File: config.mk
export PLATFORM = sky130hd
export DESIGN_NAME = vsi_string_isolate
export DESIGN_NICKNAME = d
export VERILOG_FILES = /design/src/rtl/vsi_pkg.sv /design/src/rtl/vsi_ctrl.sv /design/src/rtl/vsi_scan.sv /design/src/rtl/vsi_string_isolate.sv
export SDC_FILE = /design/constraint.sdc
export NUM_CORES = 1
export LEC_CHECK = 0
export CAP_MARGIN = 20
export CORE_MARGIN = 5
export CORE_UTILIZATION = 40
export DETAILED_ROUTE_END_ITERATION = 8
export PLACE_DENSITY_LB_ADDON = 0.08
export SYNTH_ARGS = -nofsm -noshare
export SYNTH_HDL_FRONTEND = slang
export SYNTH_SLANG_ARGS = --single-unit
File: constraint.sdc
create_clock -name clk -period 2 [get_ports clk]
set_input_delay 0.4 -clock clk [delete_from_list [all_inputs] [get_ports clk]]
set_output_delay 0.4 -clock clk [all_outputs]
set_load 0.03 [all_outputs]
File: src/rtl/vsi_pkg.sv
package vsi_pkg;
  localparam int INSN_W = 32;
  localparam int REG_W  = 5;
  localparam int CR_W   = 4;
  localparam logic [5:0] PRIM_OP = 6'b000100;
  localparam logic [9:0] EXT_OP  = 10'b0000001101;
  localparam logic [CR_W-1:0] CR_HIT  = 4'b0010;
  localparam logic [CR_W-1:0] CR_MISS = 4'b0000;

  typedef struct packed {
    logic load;
    logic halfMode;
    logic scanRight;
  } dpStrobe_t;
endpackage

File: src/rtl/vsi_ctrl.sv
module vsi_ctrl
  import vsi_pkg::*;
(
  input  logic              clk,
  input  logic              rstN,
  input  logic              inValid,
  output logic              inReady,
  input  logic [INSN_W-1:0] insnWord,
  input  logic              outReady,
  output dpStrobe_t         strobe,
  output logic [REG_W-1:0]  srcReg,
  output logic              outValid,
  output logic              vecWe,
  output logic              crWe,
  output logic [REG_W-1:0]  tgtReg,
  output logic              illegalInsn
);
  logic [5:0]       opField;
  logic [REG_W-1:0] tgtField;
  logic [4:0]       variantField;
  logic             recordBit;
  logic [9:0]       xoField;
  logic             legal;
  logic             fire;

  assign opField      = insnWord[31:26];
  assign tgtField     = insnWord[25:21];
  assign variantField = insnWord[20:16];
  assign srcReg       = insnWord[15:11];
  assign recordBit    = insnWord[10];
  assign xoField      = insnWord[9:0];

  assign legal   = (opField == PRIM_OP) && (xoField == EXT_OP) && (variantField[4:2] == 3'b000);
  assign inReady = !outValid || outReady;
  assign fire    = inValid && inReady;

  assign strobe.load      = fire;
  assign strobe.halfMode  = variantField[1];
  assign strobe.scanRight = variantField[0];

  always_ff @(posedge clk or negedge rstN) begin
    if (!rstN) begin
      outValid    <= 1'b0;
      vecWe       <= 1'b0;
      crWe        <= 1'b0;
      illegalInsn <= 1'b0;
      tgtReg      <= '0;
    end else if (fire) begin
      outValid    <= 1'b1;
      vecWe       <= legal;
      crWe        <= legal && recordBit;
      illegalInsn <= !legal;
      tgtReg      <= tgtField;
    end else if (outReady) begin
      outValid    <= 1'b0;
      vecWe       <= 1'b0;
      crWe        <= 1'b0;
      illegalInsn <= 1'b0;
    end
  end

  AST_ILLEGAL_NO_WRITE: assert property (@(posedge clk) disable iff (!rstN)
    illegalInsn |-> (!vecWe && !crWe && outValid));

  AST_CRWE_NEEDS_VECWE: assert property (@(posedge clk) disable iff (!rstN)
    crWe |-> vecWe);

  AST_STALL_HOLDS: assert property (@(posedge clk) disable iff (!rstN)
    (outValid && !outReady) |=> (outValid && $stable(tgtReg) && $stable(vecWe) && $stable(crWe)));

  AST_DRAIN_EMPTIES: assert property (@(posedge clk) disable iff (!rstN)
    (outValid && outReady && !inValid) |=> !outValid);
endmodule

File: src/rtl/vsi_scan.sv
module vsi_scan
  import vsi_pkg::*;
#(
  parameter int VEC_W = 128
) (
  input  logic             clk,
  input  logic             rstN,
  input  dpStrobe_t        strobe,
  input  logic [VEC_W-1:0] srcVec,
  output logic [VEC_W-1:0] resVec,
  output logic [CR_W-1:0]  crField
);
  localparam int BYTE_N = VEC_W / 8;

  logic [BYTE_N-1:0] byteZero;
  logic [BYTE_N-1:0] laneZero;
  logic [BYTE_N-1:0] keepMask;
  logic [VEC_W-1:0]  maskedVec;
  logic              found;
  logic              seen;

  for (genvar g = 0; g < BYTE_N; g++) begin : g_lane
    assign byteZero[g] = ~|srcVec[VEC_W-1-8*g -: 8];
    assign laneZero[g] = strobe.halfMode ? (byteZero[g] && byteZero[g ^ 1]) : byteZero[g];
    assign maskedVec[VEC_W-1-8*g -: 8] = keepMask[g] ? srcVec[VEC_W-1-8*g -: 8] : 8'h00;
  end

  always_comb begin
    keepMask = '0;
    seen     = 1'b0;
    for (int k = 0; k < BYTE_N; k++) begin
      int idx;
      idx = strobe.scanRight ? (BYTE_N - 1 - k) : k;
      seen = seen || laneZero[idx];
      keepMask[idx] = !seen;
    end
  end

  assign found = |laneZero;

  always_ff @(posedge clk or negedge rstN) begin
    if (!rstN) begin
      resVec  <= '0;
      crField <= CR_MISS;
    end else if (strobe.load) begin
      resVec  <= maskedVec;
      crField <= found ? CR_HIT : CR_MISS;
    end
  end

  AST_CR_ENCODING: assert property (@(posedge clk) disable iff (!rstN)
    (crField == CR_HIT) || (crField == CR_MISS));

  AST_NONZERO_COPY: assert property (@(posedge clk) disable iff (!rstN)
    (strobe.load && !found) |=> (resVec == $past(srcVec) && crField == CR_MISS));

  AST_FIRST_LANE_ZERO: assert property (@(posedge clk) disable iff (!rstN)
    (strobe.load && laneZero[strobe.scanRight ? BYTE_N-1 : 0]) |=> (resVec == '0 && crField == CR_HIT));
endmodule

File: src/rtl/vsi_string_isolate.sv
module vsi_string_isolate
  import vsi_pkg::*;
#(
  parameter int VEC_W = 128
) (
  input  logic             clk,
  input  logic             rstN,
  input  logic             inValid,
  output logic             inReady,
  input  logic [31:0]      insnWord,
  input  logic [VEC_W-1:0] srcVec,
  output logic [4:0]       srcReg,
  output logic             outValid,
  input  logic             outReady,
  output logic [VEC_W-1:0] resVec,
  output logic [3:0]       crField,
  output logic             crWe,
  output logic             vecWe,
  output logic [4:0]       tgtReg,
  output logic             illegalInsn
);
  dpStrobe_t strobe;

  vsi_ctrl ctrl_i (
    .clk         (clk),
    .rstN        (rstN),
    .inValid     (inValid),
    .inReady     (inReady),
    .insnWord    (insnWord),
    .outReady    (outReady),
    .strobe      (strobe),
    .srcReg      (srcReg),
    .outValid    (outValid),
    .vecWe       (vecWe),
    .crWe        (crWe),
    .tgtReg      (tgtReg),
    .illegalInsn (illegalInsn)
  );

  vsi_scan #(.VEC_W(VEC_W)) scan_i (
    .clk     (clk),
    .rstN    (rstN),
    .strobe  (strobe),
    .srcVec  (srcVec),
    .resVec  (resVec),
    .crField (crField)
  );

  AST_RESET_QUIET: assert property (@(posedge clk)
    !rstN |-> (!outValid && !vecWe && !crWe && !illegalInsn));
endmodule

==> results.toml, run 1 <==
[logic_synthesis]
yosysSeqAreaShare_pct = 58.6
synth_top_family_by_area = "compound AO/OA/AOI/OAI gates"
synthCells = 538
netlist_top_cells_count = "138 x dfrtp_1, 89 x a22o_1, 82 x nand2_1"
synth.most_common_cell = "dfrtp_1"
synth_xor_area_share_pct = 0
ys_warn_count = 0
ys_top_cells_by_area = "dfrtp_1 59%, a22o_1 13%, nand2_1 5.2%"
async_reset_ff_share_pct = 100
synthSimpleGateAreaFrac_pct = 14.2
ys.flop_type = "dfrtp_1"
synth_edf_count = 0
ys_types = 41
synthAdderAreaFrac_pct = 0.340
muxShareOfSynthArea_pct = 0
synth_compound_area_share_pct = 23.1
synth_top_area_share_pct = 58.6
post_synth.cell_area_avg_um2 = 11.0
ys_ff_latch = 138
yosysTopAreaCell = "dfrtp_1"
synthesis.area_um2 = 5890

[placed_design]
dp.cells = 1116
gp_congestion = 0.864
place_ws_ns = -1.01
portBuffers = 297
hpwl_mm = 16.4

[setup_path]
cp_slowest_stage_delay_ns = 0.53
critPathMaxFanout = 8
start_kind = "input port"
slowest_stage = "or4_4"
cpMostUsedCell = "buf_6"
worstPathRequired_ns = 2.30
path_buf_inv = 3
cp_top_family = "simple AND/OR/NAND/NOR gates"
cp-end-kind = "flop"
cp.arrival_ns = 2.46
critPathKind = "in -> reg"
ff2ff_setup_slack_ns = 0.35
cp_cell_sequence = "buf_6 > or4_4 > or2_4 > nor3_4 > nor4_4 > o221ai_4 > buf_12 > buf_6 > o21ai_4 > a32o_2"

[finish]
layoutNonFillerInstCount = 1173
final_layout_size_suffix_gt1_share_pct = 31.6
area_growth_pct = 94.7
fin_nets = 1140
layout.core_utilization_pct = 79.2

[pwr]
p_leak_uw = 0.00532
p_per_area_nw_per_um2 = 793
power_uw = 9100
ir_drop_v = 0.000565

[timing]
post-route-period-util_pct = 108
period_needed_ns = 2.16
max_slew.worst_pin.slew_ns = 0.616
clock_skew_ns = 0.00356
fin_ws_ns = -0.160
final-hold-violation-count = 0
holdWs_ns = 0.190
setup-violations-final = 120
max_freq_mhz = 463
rsz0062_at_grt = "yes"
slew_headroom_pct = 58.8
drv_slew = 0

[floorplanning]
die_y_um = 131
start_util_pct = 40.7
rows = 44
core_area_um2 = 14500
die_w_um = 131
boundaryPins = 311
dieArea_um2 = 17300

[cts]
cts_max_path_buffers = 2
path_clk_slew_ns = 0.06
cts_made_buffers = 17
clk_latency_ns = 0.42
cts_root_buffer = "clkbuf_16"
cts_tree = "built"
htreeDepth = 4
cts.sinks = 138

[global_route]
grt_overflow = 0
grt_pass1_vias = 6710
antenna_found_initial = 1
grt_pass1_wl_mm = 35.8
grt_max_degree = 63
grt_usage_pct = 25.1

[detailed_routing]
drc = 0
wl_mm = 22.6
first_pass_iters = 4
drt_iter0_markers = 329
ant_nets = 0
routedWlPerCell_um = 19.2
viasPerCell = 5.34
via_count = 6263

[status]
violations = "negative setup slack"
status = "finished with violations"

[hold_path]
hold_class = "in -> reg"

[flow_run]
maxCapViolCount = 0
## report_power, final
group / total, µW / leakage [µW] / internal [µW] / switching (µW)
Clock: 2940 / 0.000271 / 1760 / 1180
Combinational: 2800 / 0.00327 / 1300 / 1500
Sequential: 3360 / 0.00178 / 3140 / 217
Total: 9100 / 0.00532 / 6200 / 2900
## metrics by stage
stage	setup TNS, ns	instance area (µm²)
final	-8.98	11500
after global placement	-107.61	10100
after floorplan	-28.55	5990
after detailed placement	-114.60	10100
after global routing	-15.62	11500
after CTS	-14.97	11200
## final timing paths
path,startpoint,endpoint,cells past startpoint
min in group asynchronous,rstN,scan_i.resVec[20],2
worst max register to register,ctrl_i.outValid,scan_i.resVec[65],7
max in group asynchronous,rstN,scan_i.resVec[55],3
worst min register to register,ctrl_i.tgtReg[1],ctrl_i.tgtReg[1],2
worst max-delay path,srcVec[48],scan_i.resVec[11],10
worst min-delay path,srcVec[76],scan_i.resVec[76],2
## logic make-up (layout without fill, tap and decap cells)
family / after synthesis / count (layout)
AOI/OAI and AO/OA: 176 / 176
and+or+nand+nor: 171 / 171
DFF: 138 / 138
buffers and inverters: 50 / 498
adders and majority gates: 2 / 2
other: 1 / 4
## area by class of cell
type / count / area (µm²)
repair buffers: 448 / 4230
inverters: 19 / 71.3
flip-flops and latches: 138 / 3450
clock inverters: 12 / 100
well taps: 184 / 230
fillers: 910 / 3010
multi-input cells: 352 / 2930
clock buffers: 19 / 453
diodes: 1 / 2.50
## per-layer routing
layer,vias up,track usage [%],share of wire [%]
met5,-,0,0
met4,0,8.86,2.6
met3,40,6.84,6.3
met2,252,42.5,51
met1,3082,30.8,40
li1,2889,-,-
## flip-flops by register name (all words and copies together), names as in the netlist
signal,count
scan_i.crField,1
ctrl_i.vecWe,1
ctrl_i.outValid,1
ctrl_i.crWe,1
ctrl_i.illegalInsn,1
scan_i.resVec,128
ctrl_i.tgtReg,5
## placed cells by master, fill, tap and decap left out, types with 6 or more instances in the layout
cell type and instances:
clkinv_2 6, o21ai_1 8, buf_12 12, nand2_1 73, a21oi_4 8, a22o_1 89, nand2_2 6, clkbuf_16 17
inv_1 17, nor4_2 16, nor2_4 9, nor4_1 6, nor3_4 8, a21oi_2 16, nor4_4 8, nor2_1 12
clkdlybuf4s15_1 18, a21oi_1 13, dfrtp_1 138, dlymetal6s2s_1 20, clkdlybuf4s50_1 167, a32o_1 7, o21ai_2 10, clkbuf_2 7
buf_6 25, buf_2 7, dlygate4sd2_1 71, buf_4 120, or4_4 8
## what timing repair did
item	in CTS	in global routing
gates cloned	1	0
endpoints found under the setup margin	129	128
endpoints found under the hold margin	46	0
gates resized for setup	272	86
hold buffers	1	0
pin swaps	72	41
buffers inserted	16	12
Note: power is estimated with default switching activity, not from simulation.
==> inputs of run 2 (changes only) <==
--- a/config.mk
+++ b/config.mk
@@ -7,7 +7,7 @@
 export LEC_CHECK = 0
 export CAP_MARGIN = 20
 export CORE_MARGIN = 5
-export CORE_UTILIZATION = 40
+export CORE_UTILIZATION = 35
 export DETAILED_ROUTE_END_ITERATION = 8
 export PLACE_DENSITY_LB_ADDON = 0.08
 export SYNTH_ARGS = -nofsm -noshare
==> results.toml, run 2 (synthesis results as in run 1) <==
[floorplanning]
core_area_um2 = 16500
dieArea_um2 = 19500
die_w_um = 140
start_util_pct = 35.7
rows = 47
boundaryPins = 311
die_y_um = 140

[timing]
max_slew.worst_pin.slew_ns = 0.644
drv_slew = 0
rsz0062_at_grt = "yes"
final-hold-violation-count = 0
period_needed_ns = 2.12
slew_headroom_pct = 57.0
post-route-period-util_pct = 106
max_freq_mhz = 471
setup-violations-final = 94
tns_ns = -5.36
fin_ws_ns = -0.122
clock_skew_ns = 0.00574

[finish]
final_layout_size_suffix_gt1_share_pct = 33.9
largest_reg_flops = 128
reg.largest.list = "scan_i.resVec x128, ctrl_i.tgtReg x5"
final_cell_mix = "165 x clkdlybuf4s50_1, 138 x dfrtp_1, 126 x buf_4"
top_register = "scan_i.resVec"
fin_nets = 1137
final_common_cell = "clkdlybuf4s50_1"
area_growth_pct = 94.2
antenna_cells = 0
fin_area_um2 = 11400

[global_route]
grt_pass1_wl_mm = 35.8
antenna_found_initial = 0
grt_usage_pct = 22.9
grt_max_degree = 49
grt_overflow = 0
grt_pass1_vias = 6694

[pwr]
p_leak_uw = 0.00528
ir_drop_v = 0.000597
p_per_area_nw_per_um2 = 834

[setup_path]
worstPathRequired_ns = 2.30
critPathMaxFanout = 8
critPathKind = "in -> reg"
slowest_stage = "or4_4"
cp.arrival_ns = 2.42
cp-end-kind = "flop"
cp_cell_sequence = "buf_2 > or4_4 > or2_4 > nor3_4 > nor4_4 > o221ai_4 > clkbuf_16 > o21ai_4 > a32o_1"
start_kind = "input port"
path_buf_inv = 2
cp_slowest_stage_delay_ns = 0.51
cp_top_family = "simple AND/OR/NAND/NOR gates"

[detailed_routing]
drt_iter0_markers = 256
wl_mm = 23.0
ant_nets = 0
routedWlPerCell_um = 19.1
drc = 0
viasPerCell = 5.15
first_pass_iters = 4
via_count = 6212

[cts]
cts.sinks = 138
path_clk_slew_ns = 0.06
cts_tree = "built"
clk_latency_ns = 0.42
cts_made_buffers = 17
htreeDepth = 4
cts_max_path_buffers = 2
cts_root_buffer = "clkbuf_16"

[flow_run]
maxCapViolCount = 0

[placed_design]
place_area_um2 = 10100
gp_congestion = 0.885
portBuffers = 297
hpwl_mm = 16.9

[hold_path]
hold_class = "in -> reg"

[status]
status = "finished with violations"
violations = "negative setup slack"
[run 2: cell count changes in the layout (fill, tap and decap cells not counted), moves of 4 or more]
cell,change
clkbuf_2,+23
dlygate4sd2_1,-22
o21ai_1,-8
o21ai_2,+8
buf_4,+6
buf_6,-5
buf_12,-4
clkinv_2,-4
[run 2: final cells by class]
cell class / instances / area (µm²)
fill: 1234 / 5080
timing repair buffer: 445 / 4060
sequential: 138 / 3450
multi-input combinational: 352 / 2930
clock buffer: 22 / 494
tap: 220 / 275
clock inverter: 10 / 161
inverter: 19 / 71.3
[run 2: stage by stage]
step / hold WS, ns / setup slack (ns) / utilization [%] / total power, µW / instances
floorplan: 0.104 / -0.341 / - / 4590 / 540
global placement: 0.376 / -0.987 / 61.3 / 6030 / 1153
detailed placement: 0.383 / -1.09 / 61.3 / 6080 / 1153
CTS: 0.187 / -0.226 / 68.4 / 9630 / 1201
global route: 0.189 / -0.165 / 69.2 / 9910 / 1206
finish: 0.196 / -0.122 / 69.2 / 9550 / 1206
[run 2: per-layer routing]
metal / vias up / GRT usage (%) / wire [µm]
li1: 2875 / - / -
met1: 3093 / 27.3 / 9220
met2: 202 / 39.5 / 11900
met3: 42 / 5.80 / 1190
met4: 0 / 9.48 / 639
met5: - / 0 / 0
[run 2: what timing repair did]
item | CTS | global route
hold buffers | 1 | 0
gates resized for setup | 278 | 130
endpoints found under the hold margin | 44 | 0
cloned | 1 | 0
pin swaps | 69 | 72
endpoints found under the setup margin | 128 | 128
buffers inserted | 18 | 12
[run 2: where the power goes]
part | switching [µW] | internal [µW] | leakage, µW
Combinational | 1490 | 1260 | 0.00319
Sequential | 206 | 3140 | 0.00178
Clock | 1190 | 2250 | 0.000315
[run 2: worst reg2reg max path: cells and delay by family, from the launching register on]
family / cells / cell delay (ns)
and+or+nand+nor: 3 / 0.52
DFF: 1 / 0.39
buffers and inverters: 3 / 0.40
AOI/OAI and AO/OA: 2 / 0.33
[run 2: worst paths after layout]
kind                                  start  cells after the start  slack (ns)                 to
max                              srcVec[52]                      9       -0.12  scan_i.resVec[15]
min                              srcVec[78]                      2        0.20  scan_i.resVec[78]
max reg2reg                 ctrl_i.outValid                      8        0.30  scan_i.resVec[82]
min reg2reg                ctrl_i.tgtReg[1]                      2        0.48   ctrl_i.tgtReg[1]
max in group asynchronous              rstN                      3        0.90  scan_i.resVec[71]
min in group asynchronous              rstN                      2        0.50  scan_i.resVec[21]
